`src/rtl/ctm_pkg.sv`:
```
package ctm_pkg;
  typedef enum logic [1:0] {
    MD_RELOAD  = 2'b00,
    MD_CAPTURE = 2'b01,
    MD_DIFF    = 2'b10,
    MD_HOLD    = 2'b11
  } tmr_mode_e;

  typedef enum logic [1:0] {
    DF_WAIT  = 2'b00,
    DF_COUNT = 2'b01,
    DF_DONE  = 2'b10
  } diff_state_e;

  localparam logic [1:0] ADDR_CNT  = 2'd0;
  localparam logic [1:0] ADDR_CAP  = 2'd1;
  localparam logic [1:0] ADDR_CTRL = 2'd2;
endpackage

```
`src/rtl/ctm_edge_sync.sv`:
```
module ctm_edge_sync #(
  parameter int STAGES = 2
) (
  input  logic clk,
  input  logic rst_n,
  input  logic pin,
  input  logic rise_sel,
  output logic edge_hit
);
  logic [STAGES-1:0] chain_q;
  logic              prev_q;
  logic              cur;

  always_ff @(posedge clk or negedge rst_n) begin
    if (!rst_n) chain_q[0] <= 1'b0;
    else        chain_q[0] <= pin;
  end

  for (genvar i = 1; i < STAGES; i++) begin : g_stage
    always_ff @(posedge clk or negedge rst_n) begin
      if (!rst_n) chain_q[i] <= 1'b0;
      else        chain_q[i] <= chain_q[i-1];
    end
  end

  assign cur = chain_q[STAGES-1];

  always_ff @(posedge clk or negedge rst_n) begin
    if (!rst_n) prev_q <= 1'b0;
    else        prev_q <= cur;
  end

  assign edge_hit = rise_sel ? (cur & ~prev_q) : (~cur & prev_q);


  edge_single_chk: assert property (@(posedge clk) disable iff (!rst_n)
    edge_hit |=> (!edge_hit || !$stable(rise_sel)));
endmodule

```
`src/rtl/ctm_core.sv`:
```
module ctm_core
  import ctm_pkg::*;
#(
  parameter int W = 16
) (
  input  logic         clk,
  input  logic         rst_n,
  input  logic         run,
  input  tmr_mode_e    mode,
  input  logic         edge_hit,
  input  logic         cnt_wr,
  input  logic         cap_wr,
  input  logic [W-1:0] wdata,
  output logic [W-1:0] cnt_q,
  output logic [W-1:0] cap_q,
  output logic         evt,
  output logic         sat_evt,
  output logic         toggle
);
  localparam logic [W-1:0] CNT_MAX  = '1;
  localparam logic [W-1:0] CNT_ZERO = '0;
  localparam logic [W-1:0] CNT_ONE  = {{(W-1){1'b0}}, 1'b1};

  logic [W-1:0] cnt_d, cap_d;
  diff_state_e  st_q, st_d;
  logic         upd_en;

  assign upd_en = run | cnt_wr | cap_wr;

  always_comb begin
    cnt_d   = cnt_q;
    cap_d   = cap_q;
    st_d    = st_q;
    evt     = 1'b0;
    sat_evt = 1'b0;
    toggle  = 1'b0;
    if (!run || mode != MD_DIFF) st_d = DF_WAIT;
    if (run) begin
      case (mode)
        MD_RELOAD: begin
          if (cnt_q == CNT_ZERO) begin
            cnt_d  = cap_q;
            evt    = 1'b1;
            toggle = 1'b1;
          end else begin
            cnt_d = cnt_q - CNT_ONE;
          end
        end
        MD_CAPTURE: begin
          cnt_d = cnt_q - CNT_ONE;
          if (edge_hit) begin
            cap_d = cnt_q;
            evt   = 1'b1;
          end
        end
        MD_DIFF: begin
          case (st_q)
            DF_WAIT: if (edge_hit) begin
              cnt_d = CNT_ZERO;
              st_d  = DF_COUNT;
            end
            DF_COUNT: begin
              if (edge_hit) begin
                cap_d = cnt_q;
                evt   = 1'b1;
                st_d  = DF_DONE;
              end else if (cnt_q == CNT_MAX) begin
                sat_evt = 1'b1;
              end else begin
                cnt_d = cnt_q + CNT_ONE;
              end
            end
            default: ;
          endcase
        end
        default: ;
      endcase
    end
    if (cnt_wr) cnt_d = wdata;
    if (cap_wr) cap_d = wdata;
  end

  always_ff @(posedge clk or negedge rst_n) begin
    if (!rst_n) begin
      cnt_q <= CNT_MAX;
      cap_q <= CNT_ZERO;
    end else if (upd_en) begin
      cnt_q <= cnt_d;
      cap_q <= cap_d;
    end
  end

  always_ff @(posedge clk or negedge rst_n) begin
    if (!rst_n) st_q <= DF_WAIT;
    else        st_q <= st_d;
  end


  reload_dec_chk: assert property (@(posedge clk) disable iff (!rst_n)
    (run && mode == MD_RELOAD && cnt_q != CNT_ZERO && !cnt_wr)
      |=> cnt_q == $past(cnt_q) - CNT_ONE);


  capture_val_chk: assert property (@(posedge clk) disable iff (!rst_n)
    (run && mode == MD_CAPTURE && edge_hit && !cap_wr) |=> cap_q == $past(cnt_q));


  diff_done_hold_chk: assert property (@(posedge clk) disable iff (!rst_n)
    (run && mode == MD_DIFF && st_q == DF_DONE && !cnt_wr && !cap_wr)
      |=> ($stable(cnt_q) && $stable(cap_q)));


  no_overflow_chk: assert property (@(posedge clk) disable iff (!rst_n)
    (run && mode == MD_DIFF && st_q == DF_COUNT && cnt_q == CNT_MAX && !edge_hit && !cnt_wr)
      |=> cnt_q == CNT_MAX);
endmodule

```
`src/rtl/cap_timer16.sv`:
```
module cap_timer16
  import ctm_pkg::*;
#(
  parameter int W           = 16,
  parameter int SYNC_STAGES = 2
) (
  input  logic         clk,
  input  logic         rst_n,
  input  logic [1:0]   bus_addr,
  input  logic         bus_wr,
  input  logic [W-1:0] bus_wdata,
  output logic [W-1:0] bus_rdata,
  input  logic         t1_in,
  output logic         t1_out,
  output logic         irq
);
  localparam int CTRL_W = 8;

  logic [1:0] rst_pipe_q;
  logic       rst_sync_n;

  always_ff @(posedge clk or negedge rst_n) begin
    if (!rst_n) rst_pipe_q <= 2'b00;
    else        rst_pipe_q <= {rst_pipe_q[0], 1'b1};
  end
  assign rst_sync_n = rst_pipe_q[1];

  logic      run_q, edge_q, ie_q, pend_q, ovf_q, out_q;
  tmr_mode_e mode_q;
  logic      run_d, edge_d, ie_d, pend_d, ovf_d, out_d;
  tmr_mode_e mode_d;
  logic      ctrl_wr, ctrl_en;

  logic         edge_hit, core_evt, core_sat, core_toggle;
  logic [W-1:0] cnt_q, cap_q;

  ctm_edge_sync #(.STAGES(SYNC_STAGES)) u_sync (
    .clk      (clk),
    .rst_n    (rst_sync_n),
    .pin      (t1_in),
    .rise_sel (edge_q),
    .edge_hit (edge_hit)
  );

  ctm_core #(.W(W)) u_core (
    .clk      (clk),
    .rst_n    (rst_sync_n),
    .run      (run_q),
    .mode     (mode_q),
    .edge_hit (edge_hit),
    .cnt_wr   (bus_wr && bus_addr == ADDR_CNT),
    .cap_wr   (bus_wr && bus_addr == ADDR_CAP),
    .wdata    (bus_wdata),
    .cnt_q    (cnt_q),
    .cap_q    (cap_q),
    .evt      (core_evt),
    .sat_evt  (core_sat),
    .toggle   (core_toggle)
  );

  assign ctrl_wr = bus_wr && bus_addr == ADDR_CTRL;
  assign ctrl_en = ctrl_wr | core_evt | core_sat | core_toggle;

  always_comb begin
    run_d  = run_q;
    mode_d = mode_q;
    edge_d = edge_q;
    ie_d   = ie_q;
    pend_d = pend_q;
    ovf_d  = ovf_q;
    out_d  = out_q;
    if (ctrl_wr) begin
      run_d  = bus_wdata[0];
      mode_d = tmr_mode_e'(bus_wdata[2:1]);
      edge_d = bus_wdata[3];
      ie_d   = bus_wdata[4];
      if (bus_wdata[5]) pend_d = 1'b0;
      if (bus_wdata[6]) ovf_d  = 1'b0;
      if (!run_q && bus_wdata[0]) out_d = bus_wdata[7];
    end
    if (core_toggle) out_d  = ~out_q;
    if (core_evt)    pend_d = 1'b1;
    if (core_sat)    ovf_d  = 1'b1;
  end

  always_ff @(posedge clk or negedge rst_sync_n) begin
    if (!rst_sync_n) begin
      run_q  <= 1'b0;
      mode_q <= MD_RELOAD;
      edge_q <= 1'b0;
      ie_q   <= 1'b0;
      pend_q <= 1'b0;
      ovf_q  <= 1'b0;
      out_q  <= 1'b0;
    end else if (ctrl_en) begin
      run_q  <= run_d;
      mode_q <= mode_d;
      edge_q <= edge_d;
      ie_q   <= ie_d;
      pend_q <= pend_d;
      ovf_q  <= ovf_d;
      out_q  <= out_d;
    end
  end

  always_comb begin
    case (bus_addr)
      ADDR_CNT:  bus_rdata = cnt_q;
      ADDR_CAP:  bus_rdata = cap_q;
      ADDR_CTRL: bus_rdata = {{(W-CTRL_W){1'b0}}, out_q, ovf_q, pend_q, ie_q,
                              edge_q, mode_q, run_q};
      default:   bus_rdata = '0;
    endcase
  end

  assign t1_out = out_q;
  assign irq    = pend_q & ie_q;


  pend_set_chk: assert property (@(posedge clk) disable iff (!rst_sync_n)
    core_evt |=> pend_q);


  out_toggle_chk: assert property (@(posedge clk) disable iff (!rst_sync_n)
    core_toggle |=> t1_out != $past(t1_out));


  ovf_sticky_chk: assert property (@(posedge clk) disable iff (!rst_sync_n)
    (ovf_q && !(ctrl_wr && bus_wdata[6])) |=> ovf_q);
endmodule

```
`config.mk`:
```
export PLATFORM = sky130hd
export DESIGN_NAME = cap_timer16
export DESIGN_NICKNAME = d
export VERILOG_FILES = /design/src/rtl/ctm_pkg.sv /design/src/rtl/ctm_edge_sync.sv /design/src/rtl/ctm_core.sv /design/src/rtl/cap_timer16.sv
export SDC_FILE = /design/constraint.sdc
export NUM_CORES = 1
export LEC_CHECK = 0
export BUFFER_PORTS_ARGS = -buffer_cell sky130_fd_sc_hd__buf_2
export CAP_MARGIN = 20
export CORE_MARGIN = 10
export CORE_UTILIZATION = 25
export CTS_CLUSTER_SIZE = 24
export DETAILED_ROUTE_END_ITERATION = 12
export GPL_ROUTABILITY_DRIVEN = 0
export GPL_TIMING_DRIVEN = 0
export PLACE_DENSITY = 0.49
export SETUP_SLACK_MARGIN = 0.4
export SLEW_MARGIN = 0
export SYNTH_ARGS = -nofsm -noshare
export SYNTH_HDL_FRONTEND = slang
export SYNTH_SLANG_ARGS = --single-unit
```
`constraint.sdc`:
```
create_clock -name clk -period 4.55 [get_ports clk]
set_clock_uncertainty 0.2 [all_clocks]
set_input_delay 0 -clock clk [delete_from_list [all_inputs] [get_ports clk]]
set_output_delay 0 -clock clk [all_outputs]
set_load 0.02 [all_outputs]
```
; Word-level counts from Yosys, hierarchy flattened
; Cells that the tools add are included.
[op_classes]
n_eq_ne = 12
bitwise_logic = 11
mux = 42
addsub = 2
reduce_logical = 26
[ops]
columns = cell, count
row1 = $mux 16, 10
row2 = $pmux 16 s3, 2
row3 = $pmux 16 s2, 2
row4 = $mux 1, 21
row5 = $add 16x1->16 const B, 1
row6 = $eq 16x16->1 const B, 1
row7 = $logic_not 16->1, 1
row8 = $reduce_bool 2->1, 8
row9 = $sub 16x1->16 const B, 1
row10 = $ne 4x3->1 const B, 3
row11 = $mux 2, 5
row12 = $reduce_and 3->1, 3
row13 = $reduce_and 7->1, 1
row14 = $eq 2x1->1 const B, 3
row15 = $logic_not 2->1, 3
row16 = $or 1x1->1, 5
row17 = $eq 2x2->1 const B, 2
row18 = $logic_and 1x1->1, 4
row19 = $ne 4x2->1 const B, 1
row20 = $pmux 2 s2, 1
row21 = $reduce_and 4->1, 1
row22 = $reduce_bool 4->1, 1
row23 = $and 1x1->1, 3
row24 = $ne 3x1->1 const B, 1
row25 = 7 further kinds, 9
[totals]
elab_cells = 107
reg_bits = 47

; Longest topological paths before layout
[depth]
word_depth = 11
mapped_depth = 11

; Hierarchy
; From an unflattened synthesis, not the netlist that was laid out.
[unflattened]
hier_cells = 462
area_unflattened_um2 = 3766.1
[modules_own_cells]
columns = mod, n_inst, cells_each, seq_area_each_um2, area_per_inst_um2
row1 = ctm_core, 1, 368, 870.8, 2941.6
row2 = cap_timer16, 1, 88, 250.2, 726.9
row3 = ctm_edge_sync, 1, 6, 75.1, 97.6

; Least setup slack after synthesis
; OpenSTA, ideal clock, no wires.
[synth_timing]
path_kind = register to register
start = reg u_core.cnt_q[0]
end = reg u_core.cnt_q[4]
arrival_time_ns = 2.141
period_less_slack_ns = 2.429
setup_ns = 0.088
path_stages_with_launch = 11
slack_ns = 2.121
path_cell_list = dfstp_2 > clkbuf_1 > inv_1 > ha_1 > nor4b_1 > nand4_2 > buf_2 > mux2i_1 > o21ai_0 > mux2i_1 > o21ai_1
[synth_via]
elab_chain_len = 7
elab_cells_between_ends = 13
[synth_rtl]
columns = element, line
row1 = start: declaration, ctm_core.sv:14  ; output logic [W-1:0] cnt_q,
row2 = start signal: assignment, ctm_core.sv:88  ; cnt_q <= cnt_d;
row3 = $add 16x1->16, ctm_core.sv:70  ; cnt_d = cnt_q + CNT_ONE;
row4 = $mux 16, ctm_core.sv:67  ; end else if (cnt_q == CNT_MAX) begin
row5 = $mux 16, ctm_core.sv:63  ; if (edge_hit) begin
row6 = $pmux 16 s2, ctm_core.sv:57  ; case (st_q)
row7 = $pmux 16 s3, ctm_core.sv:39  ; case (mode)
row8 = $mux 16, ctm_core.sv:38  ; if (run) begin
row9 = $mux 16, ctm_core.sv:79  ; if (cnt_wr) cnt_d = wdata;
; Several ways; a longest one is shown, not always the timed one. The select of a mux whose other input is x is not followed.
; A chain may end at the register's enable or synchronous reset.

; Worst setup path in the final report
; Ends and elaborated chain as after synthesis.

==> impl_metrics.ini <==
[sta]
setup_viol = 0
hold_ws_ns = 0.0444
report.final.slew_viol_count = 0
hold_viol_final = 0
tightest_slew_ns = 0.827
clock.fmax_mhz = 329
rsz0062_at_grt = false
max_slew_margin_pct = 44.8
finalCriticalPeriod_ns = 3.04
tns_ns = 0
period_share_pct = 66.8

[yosys]
syn-num-nets = 493
yosys-top-cells-count = 64 x nand2_1, 47 x o21ai_0, 38 x mux2i_1, 37 x nor2_1, 31 x dfrtp_1
synth_most_common_cell = nand2_1
ys_types = 66
async_reset_ff_share_pct = 100
yosysSeqAreaShare_pct = 31.5
yosys_warnings = 0
synthTopCellsByArea = dfrtp_1 20%, dfstp_2 11%, mux2i_1 10%
synth_edf_count = 0
synthCells = 464
synth_top_area_share_pct = 20.4
synth.avg_cell_area_um2 = 8.19
syn-cell-area_um2 = 3800
yosys.area.top_type = dfrtp_1
ys.flop_type = dfrtp_1
ys_ff_latch = 47

[cells_and_area]
finalNetCount = 560
final_cells = 720
syn2layout_area_growth_pct = 20.9
final_layout_size_suffix_gt1_share_pct = 18.2
regArea_um2 = 1200
fin_area_um2 = 4590
final_util_pct = 30.6
multiInputGateArea_um2 = 2360
diodes = 0
num-fill-cells = 1601

[floorplanning]
die_w_um = 143
start_util_pct = 25.3
io_pins = 40
coreArea_um2 = 15000
rows = 45
fp.dieH_um = 143
die_area_um2 = 20500

[place]
place.detailed.hpwl_um = 9990
port-buffer-count = 39
dpl_cell_area_um2 = 4250
dp_cells = 692

[cts]
cts_tree = yes
cts_root_buffer = clkbuf_16
insertion_delay_ns = 0.31
cts.sinks = 47
cts_max_level = 2
post_cts.repair.setup_buffers = 0
cts_made_buffers = 5
cts.path.max_buffers = 2
clk_pin_slew_ns = 0.07

[grt]
grt_pass1_wl_um = 21800
track_usage_pct = 13.7
antenna_found_initial = 0
grt_pass1_vias = 3885
grt_max_degree = 36
grt.overflow.total = 0

[detailed_routing]
totalWireLength_um = 13900
route.vias.total = 3808
drc = 0
ant_nets = 0
vias_per_cell = 5.29
firstDrtPassIters = 5
drtIter0Drc = 392
post_drt_wl_per_cell_um = 19.3

[critical_path]
arrival_ns = 3.05
path_class = flop to flop
critPathRequiredTime_ns = 4.56
critical_path.endpoint_type = flop
start_kind = flop
critPathMaxFanout = 10

[run]
max_cap_violations = 0

[power]
pwr_density_cell_nw_per_um2 = 538
irDropWorstVdd_uv = 223
leakage_uw = 0.00196

[run_status]
status = complete, no violations

[hold_path]
hold_class = flop to async pin
-- critical path, stage by stage (launching register included) --
cell and delay [ns]:
dfstp_2 0.63, clkbuf_1 0.40, inv_1 0.13, ha_1 0.28
nor4b_1 0.18, nand4_2 0.24, buf_2 0.34, mux2i_1 0.22
o21ai_0 0.09, mux2i_1 0.16, o21ai_1 0.07
-- placed cells by master (no fill, tap or decap), types with 3 or more instances in the layout --
master and instances:
o2bb2ai_1 4, mux2i_1 38, dlygate4sd3_1 20, nor3_1 11, o22ai_1 3, xnor2_1 14, nand4_1 7, a2bb2oi_1 3
inv_1 12, dfrtp_1 30, nor3b_1 6, a21oi_1 9, mux2_2 4, nor4_1 3, o21ai_1 8, nor3_2 4
ha_1 7, nand3_1 8, xor2_1 7, o21ai_0 47, a31oi_1 4, nor2_1 37, clkbuf_16 5, a211o_1 4
a221oi_1 3, dfstp_2 16, and4_1 3, clkbuf_1 25, buf_2 52, and2_1 5, nand3b_1 5, a211oi_1 11
or3_1 3, nand2_1 64, a22oi_1 3, buf_4 3
-- kinds of logic (layout without fill, tap and decap cells) --
kind of cell | after synthesis | after routing | share of synthesized area (%)
AOI/OAI and AO/OA | 118 | 118 | 20.0
xor gates and xnor gates | 21 | 21 | 4.84
adders and majority gates | 7 | 7 | 2.30
buffers and inverters | 55 | 123 | 6.39
DFF | 47 | 47 | 31.5
muxes | 42 | 42 | 11.2
other | 1 | 1 | 0.0987
and+or+nand+nor | 173 | 173 | 23.7
-- through the flow --
stage	worst slack, ns	power [uW]
CTS	1.53	2470
finish	1.51	2470
global route	1.27	2670
detailed placement	1.54	2070
global placement	1.60	2030
floorplan	2.12	1700
-- path summary, 6_finish.rpt --
kind	start	to	slack, ns	cells after the start
worst max-delay path	u_core.cnt_q[0]	u_core.cnt_q[4]	1.51	10
worst min-delay path	rst_pipe_q[1]	u_core.cap_q[3]	0.04	1
worst max register to register	u_core.cnt_q[0]	u_core.cnt_q[4]	1.51	10
worst min register to register	rst_pipe_q[1]	u_core.cap_q[3]	0.04	1
max in group asynchronous	rst_pipe_q[1]	u_core.st_q[0]	3.24	1
min in group clk	t1_in	u_sync.chain_q[0]	0.13	2
-- flip-flops by register name, summed over array words and instances (netlist names) --
name,cells
u_sync.cur,1
ie_q,1
pend_q,1
u_core.cnt_q,16
u_core.st_q,2
rst_pipe_q,2
ovf_q,1
edge_q,1
mode_q,2
u_sync.chain_q,1
t1_out,1
u_sync.prev_q,1
run_q,1
u_core.cap_q,16
-- metal layers --
layer  vias to the layer above  share of wire, %  GRT usage (%)
li1                       1802                 -              -
met1                      1848                45           17.9
met2                       135                46           21.8
met3                        23               5.7           2.51
met4                         0               3.0           5.37
met5                         -                 0              0
-- power by group --
group | total (uW) | internal, uW | switching (uW)
registers | 779 | 629 | 150
logic | 1310 | 500 | 806
clock network | 386 | 204 | 183
total | 2470 | 1330 | 1140
-- layout make-up --
type                       count  share of cell area (%)
inverter                      12                   0.980
sequential                    47                    26.1
tap                          188                    5.12
buffer                        43                    4.30
clock buffer                   6                    2.81
clock inverter                 2                   0.272
timing repair buffer          60                    9.04
multi-input combinational    362                    51.4
-- timing repair --
action	CTS	global route
hold buffers	20	0
hold endpoints to repair	53	0
gates resized for setup	0	0
Note: power is estimated with default switching activity, not from simulation.
